==> config.mk <==
export PLATFORM = sky130hd
export DESIGN_NAME = apu_ctrl
export DESIGN_NICKNAME = d
export VERILOG_FILES = /design/src/rtl/apu_ctrl.sv
export SDC_FILE = /design/constraint.sdc
export NUM_CORES = 1
export LEC_CHECK = 0
export BUFFER_PORTS_ARGS = -buffer_cell sky130_fd_sc_hd__buf_2
export CORE_MARGIN = 2
export CORE_UTILIZATION = 48
export CTS_BUF_LIST = sky130_fd_sc_hd__clkbuf_8
export DETAILED_ROUTE_END_ITERATION = 10
export GPL_ROUTABILITY_DRIVEN = 1
export PLACE_DENSITY = 0.66
export SLEW_MARGIN = 30
export SYNTH_ARGS = -nofsm -noshare
export SYNTH_HDL_FRONTEND = slang
export SYNTH_SLANG_ARGS = --single-unit
==> constraint.sdc <==
create_clock -name clk -period 3.3 [get_ports clk]
set_clock_uncertainty 0.15 [all_clocks]
set_input_delay 0.33 -clock clk [delete_from_list [all_inputs] [get_ports clk]]
set_output_delay 0.33 -clock clk [all_outputs]
set_load 0.02 [all_outputs]
==> src/rtl/apu_ctrl.sv <==
module apu_ctrl #(
  parameter int STD_WIN  = 48,
  parameter int FAST_WIN = 8
) (
  input  logic clk,
  input  logic rst_n,
  input  logic cfg_apu_en,
  input  logic cfg_spu_en,
  input  logic cfg_fast,
  input  logic pull_low,
  input  logic lvl_mid,
  input  logic edge_noapu,
  input  logic spu_release,
  output logic drv_on,
  output logic spu_done
);
  localparam int MAXW = (STD_WIN > FAST_WIN) ? STD_WIN : FAST_WIN;
  localparam int CW   = $clog2(MAXW + 1);
  localparam logic [CW-1:0] STD_LIM  = CW'(STD_WIN - 1);
  localparam logic [CW-1:0] FAST_LIM = CW'(FAST_WIN - 1);

  typedef enum logic [1:0] {S_IDLE, S_LOW, S_RISE, S_HOLD} st_t;

  st_t           st;
  logic [CW-1:0] cnt;
  logic          drv_q, done_q;
  logic          ok_l, spu_l, fast_l;
  logic [CW-1:0] lim;

  assign lim      = fast_l ? FAST_LIM : STD_LIM;
  assign drv_on   = drv_q & ~pull_low;
  assign spu_done = done_q;

  always_ff @(posedge clk or negedge rst_n) begin
    if (!rst_n) begin
      st     <= S_IDLE;
      cnt    <= '0;
      drv_q  <= 1'b0;
      done_q <= 1'b0;
      ok_l   <= 1'b0;
      spu_l  <= 1'b0;
      fast_l <= 1'b0;
    end else begin
      done_q <= 1'b0;
      if (pull_low) begin
        st    <= S_LOW;
        drv_q <= 1'b0;
      end else begin
        case (st)
          S_LOW: begin
            st     <= S_RISE;
            cnt    <= '0;
            ok_l   <= cfg_apu_en & ~edge_noapu;
            spu_l  <= cfg_spu_en;
            fast_l <= cfg_fast;
          end
          S_RISE: begin
            if (cnt == lim) begin
              drv_q <= drv_q & spu_l;
              st    <= (drv_q & spu_l) ? S_HOLD : S_IDLE;
            end else begin
              cnt <= cnt + 1'b1;
              if (ok_l & lvl_mid) drv_q <= 1'b1;
            end
          end
          S_HOLD: begin
            if (spu_release) begin
              drv_q  <= 1'b0;
              done_q <= 1'b1;
              st     <= S_IDLE;
            end
          end
          default: ;
        endcase
      end
    end
  end
endmodule

==> summary.md <==
| Metric | Value |
|---|---|
| Top_reg_cell synth | `dfrtp_1` |
| Site Rows | `13` |
| Initial antenna violation count | `0` |
| # resized after CTS | `0` |
| Die H | `42.2 um` |
| Detailed-route wire length | `1300 um` |
| Nets@finish | `a little under 100` |
| Min Tclk post-route | `roughly 1.9 ns` |
| Status | `finished clean` |
| Die Wd | `approximately 42 um` |
| Tcrit/Tclk final | `0.586` |
| Power per standard cell area | `~470 nW/um^2` |
| Fin. Hold Viols | `0` |
| Final slew viol count | `0` |
| Unique masters post-synth | `33` |
| Synth Register Bits | `13` |
| Worst Tran Pin Value | `between 0.5 and 0.6 ns` |
| Crit Path Max Fanout | `9` |
| HPWL after DPL | `approximately 950 um` |
| Via count | `~580` |
| Remaining Overflow, GRT | `0` |
| Core box area | `1330 um^2` |
| Worst path slowest cell | `dfrtp_1` |
| Unrepaired setup endpoints after global routing | `false` |
| Commonest non-fill, non-tap cell in the layout | `nand2_1` |
| # IOs | `11` |
| Initial DRC count | `11` |
| Root buffer cell | `clkbuf_8` |
| Critical Path RT | `3.27 ns` |
| Ant diodes | `0` |
| Max-Cap Viols | `0` |
| Final setup vio count | `0` |
| Starting density of the core | `0.526` |
| Post-Place Worst Slack | `1.39 ns` |
| EDFF count, synth | `0` |
| Leak Pwr | `slightly below 0.0004 uW` |
| Max stage delay on crit path | `0.42 ns` |
| Mean Syn Cell Area | `around 9.2 um^2` |
| Final Total Pwr | `approximately 380 uW` |
| CP Cell Sequence | `ha_1, and2_1, o211a_1, a211o_1, a32o_1` |
| Drt first pass iters | `4` |
| Final worst slack | `between 1 and 1.5 ns` |
| Crit end category | `flip-flop` |
| Most frequent cells in the layout | `14 x nand2_1, 13 x dfrtp_1, 10 x buf_2` |
| Hold crit path type | `in2reg` |
| Max VDD drop | `slightly below 0.4 mV` |
| Slew HR | `0.604` |
| Net Count, Synth | `86` |
| Setup tns final | `0 ns` |
| Worst-Skew Late Latency | `around 0.24 ns` |
| CTS clk-pin slew, worst paths | `0.05 ns` |
| GP Congestion | `about 0.77` |
| Num Clock Sinks | `13` |
| Sequential fraction of the synthesis area | `0.463` |
| Global-route usage over all layers | `0.178` |
| Crit path DAT | `approximately 1.9 ns` |
| Largest net degree at the start of global routing | `14` |
| Final core occ | `0.601` |
| Area growth, synth to finish | `14.3%` |
| Residual DRC | `0` |
| Max Buffers Root-to-Sink | `2` |
| WL per Instance | `between 10 and 15 um` |
| Die area | `between 1500 and 2000 um^2` |
| Yosys warnings | `0` |
| Global-route wire length before repair | `2370 um` |
| Layout cells sized above 1 | `0.184` |
| Post-DR vias/cell | `5.68` |
| Post-Syn Area | `approximately 700 um^2` |
| H-tree levels | `1` |
| CTS tree | `done` |
| Fmax | `just over 0.5 GHz` |
| Vias in the first global route | `570` |
| Post-DRT Antenna Nets | `0` |
| Cell count after synthesis | `76` |
| Port buffer count | `10` |
| CP startpoint kind | `flip-flop` |
| Kind of critical path | `reg2reg` |
| Post-synth ARST share | `1.00` |
| Cts bufs inserted | `3` |
==> worst paths after layout <==
| path | start | endpoint | slack (ns) | cells after the start |
|---|---|---|---|---|
| min in group asynchronous | rst_n | cnt[5] | 0.35 | 2 |
| max in group asynchronous | rst_n | fast_l | 2.42 | 2 |
| max | cnt[0] | drv_q | 1.37 | 5 |
| min reg2reg | ok_l | ok_l | 0.31 | 2 |
| min | cfg_spu_en | spu_l | 0.13 | 3 |
| max reg2reg | cnt[0] | drv_q | 1.37 | 5 |
==> repair_timing <==
item	in CTS	in global routing
setup buffers	0	0
endpoints found under the hold margin	13	0
endpoints found under the setup margin	0	0
hold buffers	1	0
==> state kept, by name (all words and copies together), names as in the netlist <==
name and cells:
cnt 6, st 2, drv_q 1, fast_l 1, ok_l 1, spu_done 1, spu_l 1
==> worst max-delay path: cells and delay by family, from the launching register on <==
family          cells  cell delay [ns]
compound gates      3             0.82
fa+ha+maj           1             0.24
flops               1             0.42
simple gates        1             0.19
==> metal layers <==
metal	vias to the layer above	wire length (um)	GRT usage	part of all wire
li1	292	-	-	-
met1	273	613	0.215	0.47
met2	11	618	0.292	0.47
met3	3	60	0.0647	0.046
met4	0	10	0.0563	0.0077
met5	-	0	0	0
==> synthesized netlist by cell type, drive strengths merged (2+ instances only) <==
library cell  instances  area share
nand3                 2       0.014
dfrtp                13        0.46
nor2b                 2       0.018
clkbuf                2       0.011
inv                   2       0.011
o21ai                 4       0.029
nand2                14       0.075
nor3b                 3       0.032
a21oi                 3       0.021
o31ai                 2       0.021
nor2                  5       0.027
nand2b                3       0.027
buf                   2       0.023
==> area by class of cell <==
cell class	count	area [um^2]
Multi-Input combinational cell	57	345
Inverter	2	7.51
Timing Repair Buffer	11	60.1
Clock buffer	3	41.3
Sequential cell	13	325
Fill cell	116	532
Tap cell	15	18.8
Clock inverter	1	3.75
==> through the flow <==
step,hold WS (ns),cell area (um^2),cells
6_report,0.130,802,102
5_1_grt,0.143,802,102
4_1_cts,0.130,802,102
3_5_place_dp,0.0802,747,97
3_3_place_gp,0.0884,747,97
2_1_floorplan,-0.116,702,76
==> kinds of logic after synthesis <==
group	after synthesis	share of synthesized area
compound gates	19	0.203
fa+ha+maj	1	0.0178
buf+inv	6	0.0446
simple gates	36	0.258
xor+xnor	1	0.0125
flops	13	0.463
==> power breakdown <==
part | total, uW | switching [uW] | internal [uW]
Clock | 136 | 54.5 | 82.0
Combinational | 51.4 | 26.6 | 24.7
Sequential | 191 | 15.8 | 175
(Power assumes the default switching activity.)
